==> config.mk <==
export PLATFORM = sky130hd
export DESIGN_NAME = tty_xfer_engine
export DESIGN_NICKNAME = d
export VERILOG_FILES = /design/src/rtl/tty_xfer_pkg.sv /design/src/rtl/tty_xfer_regs.sv /design/src/rtl/tty_xfer_cursor.sv /design/src/rtl/tty_xfer_fsm.sv /design/src/rtl/tty_xfer_engine.sv
export SDC_FILE = /design/constraint.sdc
export NUM_CORES = 1
export LEC_CHECK = 0
export BUFFER_PORTS_ARGS = -buffer_cell sky130_fd_sc_hd__buf_4
export CORE_ASPECT_RATIO = 0.8
export CORE_UTILIZATION = 45
export CTS_BUF_LIST = sky130_fd_sc_hd__clkbuf_8 sky130_fd_sc_hd__clkbuf_16
export DETAILED_ROUTE_END_ITERATION = 7
export HOLD_SLACK_MARGIN = 0.06
export PLACE_DENSITY = 0.66
export SLEW_MARGIN = 20
export SYNTH_ARGS = -nofsm -noshare
export SYNTH_HDL_FRONTEND = slang
export SYNTH_SLANG_ARGS = --single-unit
==> constraint.sdc <==
create_clock -name clk -period 2.72 [get_ports clk]
set_clock_uncertainty 0.05 [all_clocks]
set_input_delay 0.272 -clock clk [delete_from_list [all_inputs] [get_ports clk]]
set_output_delay 0.272 -clock clk [all_outputs]
set_load 0.02 [all_outputs]
==> src/rtl/tty_xfer_pkg.sv <==
package tty_xfer_pkg;

    typedef enum logic [2:0] {
        ST_IDLE,
        ST_TX_REQ,
        ST_TX_WAIT,
        ST_TX_SEND,
        ST_RX_MOVE,
        ST_FINISH
    } xfer_state_t;

    localparam int unsigned CODE_TX = 2;
    localparam int unsigned CODE_RX = 3;

endpackage

==> src/rtl/tty_xfer_regs.sv <==
module tty_xfer_regs #(
    parameter int REG_W = 32
) (
    input  logic               clk,
    input  logic               rst_n,
    input  logic               ptr_lo_wr,
    input  logic               ptr_hi_wr,
    input  logic               len_wr,
    input  logic [REG_W-1:0]   wdata,
    output logic [2*REG_W-1:0] ptr_q,
    output logic [REG_W-1:0]   len_q
);

    // low write clears the high word; a high write keeps the low word
    always_ff @(posedge clk) begin
        if (!rst_n) begin
            ptr_q <= '0;
            len_q <= '0;
        end else begin
            if (ptr_lo_wr && ptr_hi_wr) begin
                ptr_q <= {wdata, wdata};
            end else if (ptr_lo_wr) begin
                ptr_q <= {{REG_W{1'b0}}, wdata};
            end else if (ptr_hi_wr) begin
                ptr_q <= {wdata, ptr_q[REG_W-1:0]};
            end
            if (len_wr) begin
                len_q <= wdata;
            end
        end
    end

endmodule

==> src/rtl/tty_xfer_cursor.sv <==
module tty_xfer_cursor #(
    parameter int ADDR_W = 64,
    parameter int LEN_W  = 32
) (
    input  logic              clk,
    input  logic              rst_n,
    input  logic              load,
    input  logic [ADDR_W-1:0] ptr_in,
    input  logic [LEN_W-1:0]  len_in,
    input  logic              step,
    output logic [ADDR_W-1:0] addr,
    output logic              last
);

    localparam logic [LEN_W-1:0]  LEN_ONE  = LEN_W'(1);
    localparam logic [ADDR_W-1:0] ADDR_ONE = ADDR_W'(1);

    logic [LEN_W-1:0] remain;

    always_ff @(posedge clk) begin
        if (!rst_n) begin
            addr   <= '0;
            remain <= '0;
        end else if (load) begin
            addr   <= ptr_in;
            remain <= len_in;
        end else if (step) begin
            addr   <= addr + ADDR_ONE;
            remain <= remain - LEN_ONE;
        end
    end

    assign last = (remain == LEN_ONE);

endmodule

==> src/rtl/tty_xfer_fsm.sv <==
module tty_xfer_fsm
    import tty_xfer_pkg::*;
#(
    parameter int CMD_W = 8
) (
    input  logic             clk,
    input  logic             rst_n,
    input  logic             start,
    input  logic [CMD_W-1:0] cmd,
    input  logic             len_zero,
    input  logic             last,
    input  logic             irq_en,
    input  logic             fifo_empty,
    input  logic             mem_req_ready,
    input  logic             mem_rsp_valid,
    input  logic             tx_ready,
    output logic             load,
    output logic             step,
    output logic             hold_en,
    output logic             mem_req_valid,
    output logic             mem_req_write,
    output logic             tx_valid,
    output logic             fifo_pop,
    output logic             done,
    output logic             busy,
    output logic             irq_drop
);

    xfer_state_t state, nxt;
    logic        rx_mode;
    logic        is_tx, is_rx;

    assign is_tx = (cmd == CMD_W'(CODE_TX));
    assign is_rx = (cmd == CMD_W'(CODE_RX));

    always_ff @(posedge clk) begin
        if (!rst_n) begin
            state   <= ST_IDLE;
            rx_mode <= 1'b0;
        end else begin
            state <= nxt;
            if (state == ST_IDLE && start) begin
                rx_mode <= is_rx;
            end
        end
    end

    always_comb begin
        nxt = state;
        unique case (state)
            ST_IDLE: begin
                if (start) begin
                    if (is_tx) begin
                        nxt = len_zero ? ST_FINISH : ST_TX_REQ;
                    end else if (is_rx) begin
                        nxt = (len_zero || fifo_empty) ? ST_FINISH : ST_RX_MOVE;
                    end else begin
                        nxt = ST_FINISH;
                    end
                end
            end
            ST_TX_REQ:  if (mem_req_ready) nxt = ST_TX_WAIT;
            ST_TX_WAIT: if (mem_rsp_valid) nxt = ST_TX_SEND;
            ST_TX_SEND: if (tx_ready) nxt = last ? ST_FINISH : ST_TX_REQ;
            ST_RX_MOVE: begin
                if (fifo_empty) begin
                    nxt = ST_FINISH;
                end else if (mem_req_ready && last) begin
                    nxt = ST_FINISH;
                end
            end
            ST_FINISH:  nxt = ST_IDLE;
            default:    nxt = ST_IDLE;
        endcase
    end

    always_comb begin
        load          = (state == ST_IDLE) && start;
        mem_req_valid = 1'b0;
        mem_req_write = 1'b0;
        tx_valid      = 1'b0;
        fifo_pop      = 1'b0;
        hold_en       = 1'b0;
        step          = 1'b0;
        done          = 1'b0;
        irq_drop      = 1'b0;
        busy          = (state != ST_IDLE);
        unique case (state)
            ST_IDLE: ;
            ST_TX_REQ: mem_req_valid = 1'b1;
            ST_TX_WAIT: hold_en = mem_rsp_valid;
            ST_TX_SEND: begin
                tx_valid = 1'b1;
                step     = tx_ready;
            end
            ST_RX_MOVE: begin
                mem_req_write = 1'b1;
                mem_req_valid = !fifo_empty;
                fifo_pop      = !fifo_empty && mem_req_ready;
                step          = !fifo_empty && mem_req_ready;
            end
            ST_FINISH: begin
                done     = 1'b1;
                irq_drop = rx_mode && irq_en && fifo_empty;
            end
            default: ;
        endcase
    end

endmodule

==> src/rtl/tty_xfer_engine.sv <==
module tty_xfer_engine #(
    parameter int REG_W  = 32,
    parameter int CMD_W  = 8,
    parameter int DATA_W = 8
) (
    input  logic                clk,
    input  logic                rst_n,
    input  logic                ptr_lo_wr,
    input  logic                ptr_hi_wr,
    input  logic                len_wr,
    input  logic [REG_W-1:0]    reg_wdata,
    input  logic                start,
    input  logic [CMD_W-1:0]    cmd,
    input  logic                irq_en,
    output logic                mem_req_valid,
    input  logic                mem_req_ready,
    output logic                mem_req_write,
    output logic [2*REG_W-1:0]  mem_addr,
    output logic [DATA_W-1:0]   mem_wdata,
    input  logic                mem_rsp_valid,
    input  logic [DATA_W-1:0]   mem_rsp_data,
    output logic                tx_valid,
    input  logic                tx_ready,
    output logic [DATA_W-1:0]   tx_data,
    input  logic                fifo_empty,
    input  logic [DATA_W-1:0]   fifo_data,
    output logic                fifo_pop,
    output logic                done,
    output logic                busy,
    output logic                irq_drop
);

    localparam int ADDR_W = 2 * REG_W;
    localparam int LEN_W  = REG_W;

    logic [ADDR_W-1:0] ptr_q;
    logic [LEN_W-1:0]  len_q;
    logic              load, step, last, hold_en;
    logic [DATA_W-1:0] hold_q;

    tty_xfer_regs #(.REG_W(REG_W)) u_regs (
        .clk       (clk),
        .rst_n     (rst_n),
        .ptr_lo_wr (ptr_lo_wr),
        .ptr_hi_wr (ptr_hi_wr),
        .len_wr    (len_wr),
        .wdata     (reg_wdata),
        .ptr_q     (ptr_q),
        .len_q     (len_q)
    );

    tty_xfer_cursor #(.ADDR_W(ADDR_W), .LEN_W(LEN_W)) u_cursor (
        .clk    (clk),
        .rst_n  (rst_n),
        .load   (load),
        .ptr_in (ptr_q),
        .len_in (len_q),
        .step   (step),
        .addr   (mem_addr),
        .last   (last)
    );

    tty_xfer_fsm #(.CMD_W(CMD_W)) u_fsm (
        .clk           (clk),
        .rst_n         (rst_n),
        .start         (start),
        .cmd           (cmd),
        .len_zero      (len_q == '0),
        .last          (last),
        .irq_en        (irq_en),
        .fifo_empty    (fifo_empty),
        .mem_req_ready (mem_req_ready),
        .mem_rsp_valid (mem_rsp_valid),
        .tx_ready      (tx_ready),
        .load          (load),
        .step          (step),
        .hold_en       (hold_en),
        .mem_req_valid (mem_req_valid),
        .mem_req_write (mem_req_write),
        .tx_valid      (tx_valid),
        .fifo_pop      (fifo_pop),
        .done          (done),
        .busy          (busy),
        .irq_drop      (irq_drop)
    );

    // read response is kept here until the stream takes it
    always_ff @(posedge clk) begin
        if (!rst_n) begin
            hold_q <= '0;
        end else if (hold_en) begin
            hold_q <= mem_rsp_data;
        end
    end

    assign tx_data   = hold_q;
    assign mem_wdata = mem_req_write ? fifo_data : '0;

endmodule

=== After elaboration in Yosys (flattened, before gate mapping) ===
Index checks and enable logic that the tools add are counted.

* Shift operators: 0
* Add/sub/neg operators: 2
* Div/mod/pow operators: 0
* Magnitude comparators: 0
* Reductions and logical operators: 15
* Multiply operators: 0
* Bitwise operators: 0
* Equality and inequality tests: 13
* Multiplexer cells: 28

{| class="wikitable"
|+ Operators with widths
! cell !! count
|-
| 64-bit 2-to-1 mux || 5
|-
| 64-bit by 1-bit adder with 64-bit output, second input constant || 1
|-
| 32-bit 2-to-1 mux || 2
|-
| 32-bit by 1-bit == test with 1-bit output, second input constant || 1
|-
| 32-bit zero test || 1
|-
| 32-bit by 1-bit subtractor with 32-bit output, second input constant || 1
|-
| 3-bit 2-to-1 mux || 10
|-
| 8-bit by 2-bit == test with 1-bit output, second input constant || 2
|-
| 3-bit case mux with 5 select lines || 1
|-
| 8-bit 2-to-1 mux || 1
|-
| 2-bit inequality test, second input constant || 4
|-
| 1-bit 2-to-1 mux || 7
|-
| 3-bit by 2-bit == test with 1-bit output, second input constant || 2
|-
| 3-bit == test, second input constant || 2
|-
| 1-bit logical AND || 6
|-
| 3-bit nonzero test || 2
|-
| 5-bit AND reduction || 1
|-
| 1-bit case mux with 2 select lines || 2
|-
| 2-bit nonzero test || 2
|-
| 3-bit by 1-bit == test with 1-bit output, second input constant || 1
|-
| 3-bit zero test || 1
|-
| 3-bit by 2-bit inequality test with 1-bit output, second input constant || 1
|-
| 1-bit zero test || 1
|-
| 1-bit logical OR || 1
|}

* Memories kept: 0
* Input bits: 67
* Bits in registers: 204
* Word-level logic and storage cells: 66
* Bits in writable memories: 0
* Bits in latches: 0
* Memory bits (read-only): 0

=== Logic depth before layout (Yosys ltp) ===
Gate-level depths: netlist (run 1).

* Depth after elaboration: 7
* Depth in mapped cells: 9

=== By module ===
Synthesis (run 1) repeated with hierarchy kept, for this count alone.

* Cell total of the unflattened synthesis: 1160
* Area, all modules: 10116.0 sq um

{| class="wikitable"
|+ By module, submodules not included
! module !! sequential area each (sq um) !! cells each !! instances !! area each (sq um)
|-
| tty_xfer_cursor || 1921.8 || 714 || 1 || 5577.8
|-
| tty_xfer_regs || 1921.8 || 349 || 1 || 3726.1
|-
| tty_xfer_engine || 160.2 || 44 || 1 || 420.4
|-
| tty_xfer_fsm || 80.1 || 53 || 1 || 391.6
|}

=== Worst setup path before layout (run 1) ===
Ideal clock, no wire load.

* Path kind: flip-flop to flip-flop
* From: register u_cursor.addr[26]
* To: register u_cursor.addr[61]
* Slack: 0.490 ns
* Stages on the path, launching flop included: 7
* Data required time: 2.550 ns
* Arrival time: 2.060 ns
* Setup time: 0.120 ns
* Clock period less this slack: 2.230 ns
* Buffers on the path: 1
* Cell sequence: dfxtp_1 -> nand3_1 -> nor4_4 -> nand2_1 -> clkbuf_1 -> o31a_1 -> o31a_1

* Cells in the longest elaborated chain, start to end: 3

{| class="wikitable"
|+ Ends and longest elaborated chain
! what !! line !! text
|-
| start, declared || tty_xfer_cursor.sv:11 || <nowiki>output logic [ADDR_W-1:0] addr,</nowiki>
|-
| start signal, assigned || tty_xfer_cursor.sv:25 || <nowiki>addr <= ptr_in;</nowiki>
|-
| start signal, assigned || tty_xfer_cursor.sv:28 || <nowiki>addr <= addr + ADDR_ONE;</nowiki>
|-
| 64-bit by 1-bit adder with 64-bit output || tty_xfer_cursor.sv:28 ||
|-
| 64-bit 2-to-1 mux || tty_xfer_cursor.sv:27 || <nowiki>end else if (step) begin</nowiki>
|-
| 64-bit 2-to-1 mux || tty_xfer_cursor.sv:24 || <nowiki>end else if (load) begin</nowiki>
|}

Every way passes these cells. The select of a mux whose other input is x is not followed.
A chain may end at the register's enable or synchronous reset.

=== Final worst setup path (run 1) ===
* From: register u_cursor.addr[7]
* To: register u_cursor.addr[31]

The elaborated chain is that of the path after synthesis.

==> impl_metrics.json, run 1 <==
{
  "outcome": "finished clean",
  "ys_warn_count": 0,
  "grt_pass1_vias": 8852,
  "clockBufferDepth": 3,
  "cts_resized": 0,
  "tightest_slew_ns": 0.806,
  "synth-main-ff-cell": "dfxtp_1",
  "fp.dieW_um": 168,
  "slew_headroom_pct": 46.1,
  "vias_per_cell": 6.07,
  "num_antenna_cells": 0,
  "synth-edff-count": 0,
  "grt_util_all_layers_pct": 28.0,
  "overflow": 0,
  "syn_inst": 1154,
  "nets": 1395,
  "setup_viol": 0,
  "p_leak_nw": 4.90,
  "dp_hpwl_um": 22000,
  "final_cell_mix": "dfxtp_1 (204), buf_4 (186), nor2_1 (137), mux2i_1 (76), nand2_1 (69)",
  "mostFrequentLayoutCell": "dfxtp_1",
  "route.detailed.drc": 0,
  "io_pins": 154,
  "critPathKind": "reg2reg",
  "cp.arrival_ns": 2.93,
  "p_per_area_nw_per_um2": 833,
  "num_rows": 48,
  "gp_congestion": 0.901,
  "die_h_um": 134,
  "clock_sinks": 204,
  "cpPeakStageDelay_ns": 0.65,
  "clk-insertion-delay-late_ns": 0.51,
  "post_synth_num_cell_types": 71,
  "final-hold-violation-count": 0,
  "maxCapViolations": 0,
  "fin_util_pct": 58.2,
  "core_um2": 21600,
  "synth.net_count": 1224,
  "ant_nets": 0,
  "port_buffers": 153,
  "rsz0062_at_grt": "false",
  "synth.yosys.seq_area_share_pct": 41.4,
  "period_needed_ns": 2.54,
  "dpl_worst_slack_ns": 0.206,
  "crit_path_max_fanout": 23,
  "critPathRequiredTime_ns": 3.11,
  "worstSetupStartpointType": "flip-flop",
  "area_growth_pct": 27.1,
  "drive_above_1_share_pct": 18.9,
  "ys_ff_latch": 204,
  "cts_hold_buf": 42,
  "slew_violations": 0,
  "antenna_found_initial": 0,
  "end_kind": "flip-flop",
  "ys_async_sr_fraction_pct": 0,
  "dpl.cell_count": 1534,
  "grt_pass1_wl_um": 49600,
  "syn-cell-area_um2": 9870,
  "routed_wl_um": 32200,
  "grt_max_degree": 74,
  "first_pass_iters": 6,
  "drt_iter0_drc": 932,
  "cts_buffers": 22,
  "fin_ws_ns": 0.177,
  "finalCritPeriodShare_pct": 93.5,
  "dieArea_um2": 22500,
  "irDropWorstVdd_v": 0.000463,
  "crit_chain": "and4_1, and3_1, nand3_2, or4_1, a31oi_1",
  "cts_tree": "done",
  "vias": 9799,
  "max_freq_mhz": 393,
  "hold_path_class": "in2reg",
  "cts_setup_buffers": 0,
  "ctsRootBufferMaster": "clkbuf_16",
  "wl_per_cell_um": 20.0,
  "hold_slack_ns": 0.0807,
  "syn_avg_cell_area_um2": 8.55,
  "clk_pin_slew_ns": 0.07,
  "instances_no_fill": 1614,
  "htreeDepth": 1,
  "tns_ns": 0,
  "start_util_pct": 45.8,
  "slowest_stage": "or4_1"
}
==> final timing paths <==
| path | startpoint | endpoint | slack (ns) | cells past startpoint |
|---|---|---|---|---|
| max reg2reg | u_cursor.addr[7]$_SDFFE_PN0P_ | u_cursor.addr[31]$_SDFFE_PN0P_ | 0.18 | 5 |
| min reg2reg | u_fsm.rx_mode$_SDFFE_PN0P_ | u_fsm.rx_mode$_SDFFE_PN0P_ | 0.42 | 2 |
| min | tx_ready | u_fsm.state[0]$_SDFFE_PN0P_ | 0.08 | 4 |
| max | u_cursor.addr[7]$_SDFFE_PN0P_ | u_cursor.addr[31]$_SDFFE_PN0P_ | 0.18 | 5 |
==> synthesized netlist by cell type, types with 5 or more instances <==
library cell    n  area, um2
inv_1          13       48.8
nor4_1         24        150
o21ai_0        67        335
nor3_1         24        120
o311a_1         5       50.1
o21a_1          5       37.5
a311oi_1        6       52.6
a21oi_1        66        330
clkbuf_1       60        225
dfxtp_1       204       4080
xnor2_1         8       70.1
nor2b_1         5       31.3
buf_1          14       52.6
mux2_2          5       56.3
o211ai_1        9       67.6
or3_1          15       93.8
nand2_1        69        259
and2_1         12       75.1
and3_1         24        150
nor3b_1        33        248
nand3_1        43        215
o31ai_1        15        113
and4_1         16        140
buf_2           7       35.0
nand4_1        34        213
nor2_1        137        514
or4_1          21        158
a31oi_1        36        225
mux2i_1        76        761
a211oi_1       14        105
xor2_1         12        105
o311ai_0        5       43.8
==> metrics by stage <==
step | area [um2] | total power [mW]
final | 12500 | 10.4
after global routing | 12500 | 11.0
after CTS | 12500 | 10.4
after detailed placement | 11400 | 7.30
after global placement | 11400 | 7.26
after floorplan | 9870 | 5.94
==> critical path: cells and delay by family (launching register included) <==
family | cells | cell delay (ns)
AOI/OAI and AO/OA | 1 | 0.16
and+or+nand+nor | 4 | 1.84
DFF | 1 | 0.42
==> cell type report <==
class | count | area, um2
clock buffers | 25 | 603
clock inverters | 13 | 141
fillers | 1926 | 9020
inverters | 13 | 51.3
multi-input cells | 851 | 5400
flip-flops and latches | 204 | 4080
well taps | 275 | 344
repair buffers | 233 | 1920
==> layer usage <==
layer / part of all wire [%] / vias to the layer above / track usage, %
met1: 46 / 4693 / 40.4
met3: 9.4 / 49 / 6.23
met2: 43 / 414 / 42.2
li1: - / 4643 / -
met5: 0 / - / 0
met4: 2.3 / 0 / 6.63
==> where the power goes <==
part	switching (mW)	leakage, nW	total (mW)	internal (mW)
Sequential	0.498	1.68	3.93	3.43
Clock	1.24	0.375	3.11	1.86
Combinational	2.03	2.85	3.41	1.38
Total	3.77	4.90	10.4	6.67
==> registers in the layout, summed over array words and instances (netlist names) <==
register,cells
u_cursor.addr,64
u_cursor.remain,32
tx_data,8
u_fsm.rx_mode,1
u_regs.len_q,32
u_fsm.state,3
u_regs.ptr_q,64
==> cell families after synthesis <==
| kind of cell | share of synthesized area, % |
|---|---|
| buf+inv | 4.06 |
| xor+xnor | 1.78 |
| flops | 41.4 |
| fa+ha+maj | 0.381 |
| simple gates | 27.6 |
| compound gates | 16.5 |
| mux | 8.28 |
Power figures use the tool's default switching activity.
==> run 2: changes to the inputs <==
- CELL_PAD_IN_SITES_DETAIL_PLACEMENT: unset -> 1
- CELL_PAD_IN_SITES_GLOBAL_PLACEMENT: unset -> 1
- CORE_UTILIZATION: 45 -> 43
- PLACE_DENSITY: 0.66 -> unset
- PLACE_DENSITY_LB_ADDON: unset -> 0.1
==> run 2 against run 1 <==
Net effect: via count increased by 1.3%; final cell count rose by 2.7%; first-iteration DRC count is 19% lower; non-clock buffer count rose by 10; register-to-register slack improved by 0.096 ns; total power increased by 2.1%; maximum frequency grew 3.9%; flip-flop and latch count unchanged; clock power grew 3%; die area up 4.6%; global-route usage increased by 2.7 points; combinational power increased by 4%; critical path type unchanged.
==> impl_metrics.json, run 2 (synthesis gave the netlist of run 1 again) <==
{
  "crit_chain": "nor4_1, and4_1, nand4_2, or4_1, a31oi_1",
  "power_frac_seq_pct": 36.9,
  "num_rows": 49,
  "wl_per_cell_um": 22.1,
  "maxCapViolations": 0,
  "slowest_stage": "nor4_1",
  "mostFrequentLayoutCell": "dfxtp_1",
  "ctsRootBufferMaster": "clkbuf_16",
  "grt_util_all_layers_pct": 30.7,
  "critPathKind": "reg2reg",
  "drive_above_1_share_pct": 19.7,
  "vias_per_cell": 5.99,
  "overflow": 0,
  "clockBufferDepth": 3,
  "rsz0062_at_grt": "false",
  "tightest_slew_ns": 0.871,
  "crit_buf_inv": 0,
  "max_freq_mhz": 409,
  "p_per_area_nw_per_um2": 841,
  "end_kind": "flip-flop",
  "slew_violations": 0,
  "power_mw": 10.7,
  "cpPeakStageDelay_ns": 0.57,
  "critical_path.top_delay_family": "simple AND/OR/NAND/NOR gates",
  "grt_pass1_vias": 9933,
  "tns_ns": 0,
  "start_util_pct": 43.8,
  "dp_hpwl_um": 24900,
  "io_pins": 154,
  "irDropWorstVdd_v": 0.000582,
  "die_h_um": 137,
  "first_pass_iters": 5,
  "worstSetupStartpointType": "flip-flop",
  "num_antenna_cells": 0,
  "grt_pass1_wl_um": 55900,
  "grt_max_degree": 102,
  "final-hold-violation-count": 0,
  "routed_wl_um": 36600,
  "hold_path_class": "in2reg",
  "htreeDepth": 1,
  "area_growth_pct": 28.5,
  "p_leak_nw": 4.97,
  "switchingPower_mw": 3.94,
  "setup_viol": 0,
  "cts_tree": "done",
  "cts_resized": 0,
  "pwr-share-comb_pct": 33.2,
  "clk-insertion-delay-late_ns": 0.51,
  "port_buffers": 153,
  "core_um2": 22500,
  "crit_path_max_fanout": 9,
  "r2r_cells": 5,
  "antenna_found_initial": 0,
  "clk_pin_slew_ns": 0.06,
  "fp.dieW_um": 171,
  "rrSetupSlack_ns": 0.27,
  "route.detailed.drc": 0,
  "vias": 9925,
  "nets": 1406,
  "clock_power_share_pct": 30.0,
  "reg.largest.list": "u_cursor.addr: 64 flops, u_regs.ptr_q: 64 flops",
  "outcome": "finished clean",
  "clock_sinks": 204,
  "slew_headroom_pct": 41.7,
  "gp_congestion": 0.859,
  "critPathRequiredTime_ns": 3.11,
  "min_path_cells": 3,
  "ant_nets": 0,
  "cts_buffers": 23,
  "finalCritPeriodShare_pct": 90.0,
  "switching_share_pct": 36.9,
  "intPower_mw": 6.73,
  "period_needed_ns": 2.45,
  "drt_iter0_drc": 751,
  "dieArea_um2": 23600,
  "cp.depth": 5,
  "cp.arrival_ns": 2.83,
  "final_cell_mix": "dfxtp_1 (204), buf_4 (195), nor2_1 (137), mux2i_1 (76), nand2_1 (69)"
}
[run 2: cell types whose count changed in the layout (fill, tap and decap cells not counted), sizes merged]
cell         change
buf              +9
clkinv           +6
dlygate4sd3      +1
inv              -1
clkbuf           +1
clkinvlp         -3
[run 2: layer usage]
layer / global-route usage [%] / up-vias / share of wire, %
met1: 42.1 / 4929 / 46
met2: 50.7 / 296 / 46
met3: 4.77 / 37 / 6.2
met5: 0 / - / 0
li1: - / 4663 / -
met4: 7.04 / 0 / 1.6
[run 2: worst register-to-register path, delay by kind of cell (launching register included)]
kind               cells  cell delay, ns
DFF                    1            0.37
AOI/OAI and AO/OA      1            0.20
and+or+nand+nor        4            1.76
[run 2: layout make-up]
cell class / count / area (um2)
clock buffer: 26 / 617
clock inverter: 15 / 150
fill: 2650 / 9820
inverter: 13 / 51.3
multi-input combinational: 851 / 5400
sequential: 204 / 4080
tap: 306 / 383
timing repair buffer: 243 / 1990
[run 2: power groups by stage]
stage	Sequential, mW	Combinational, mW	Clock [mW]
6_report	3.93	3.54	3.20
5_1_grt	3.99	3.80	3.36
4_1_cts	3.91	3.50	3.23
3_5_place_dp	3.97	3.43	0
3_3_place_gp	3.95	3.35	0
2_1_floorplan	4.09	1.85	0
[run 2: timing repair]
action                    4_1_cts  5_1_grt
hold endpoints to repair      105        0
hold buffers                   43        0
buffers inserted                0        0
[run 2: path summary, 6_finish.rpt]
path,from,end
setup / recovery,u_cursor.remain[10]$_SDFFE_PN0P_,u_cursor.remain[29]$_SDFFE_PN0P_
hold / removal,tx_ready,u_fsm.state[2]$_SDFFE_PN0P_
setup reg to reg,u_cursor.remain[10]$_SDFFE_PN0P_,u_cursor.remain[29]$_SDFFE_PN0P_
hold reg to reg,u_fsm.rx_mode$_SDFFE_PN0P_,u_fsm.rx_mode$_SDFFE_PN0P_
[run 2: per-stage QoR]
step           instances  setup slack, ns  hold WS [ns]  instance area, um2  util, %
2_1_floorplan       1154            0.490         0.363                9870        -
3_3_place_gp        1574            0.291         0.387               11500     51.0
3_5_place_dp        1574            0.249         0.395               11500     51.0
4_1_cts             1658            0.305        0.0744               12700     56.4
5_1_grt             1658            0.120         0.110               12700     56.4
6_report            1658            0.273        0.0887               12700     56.4
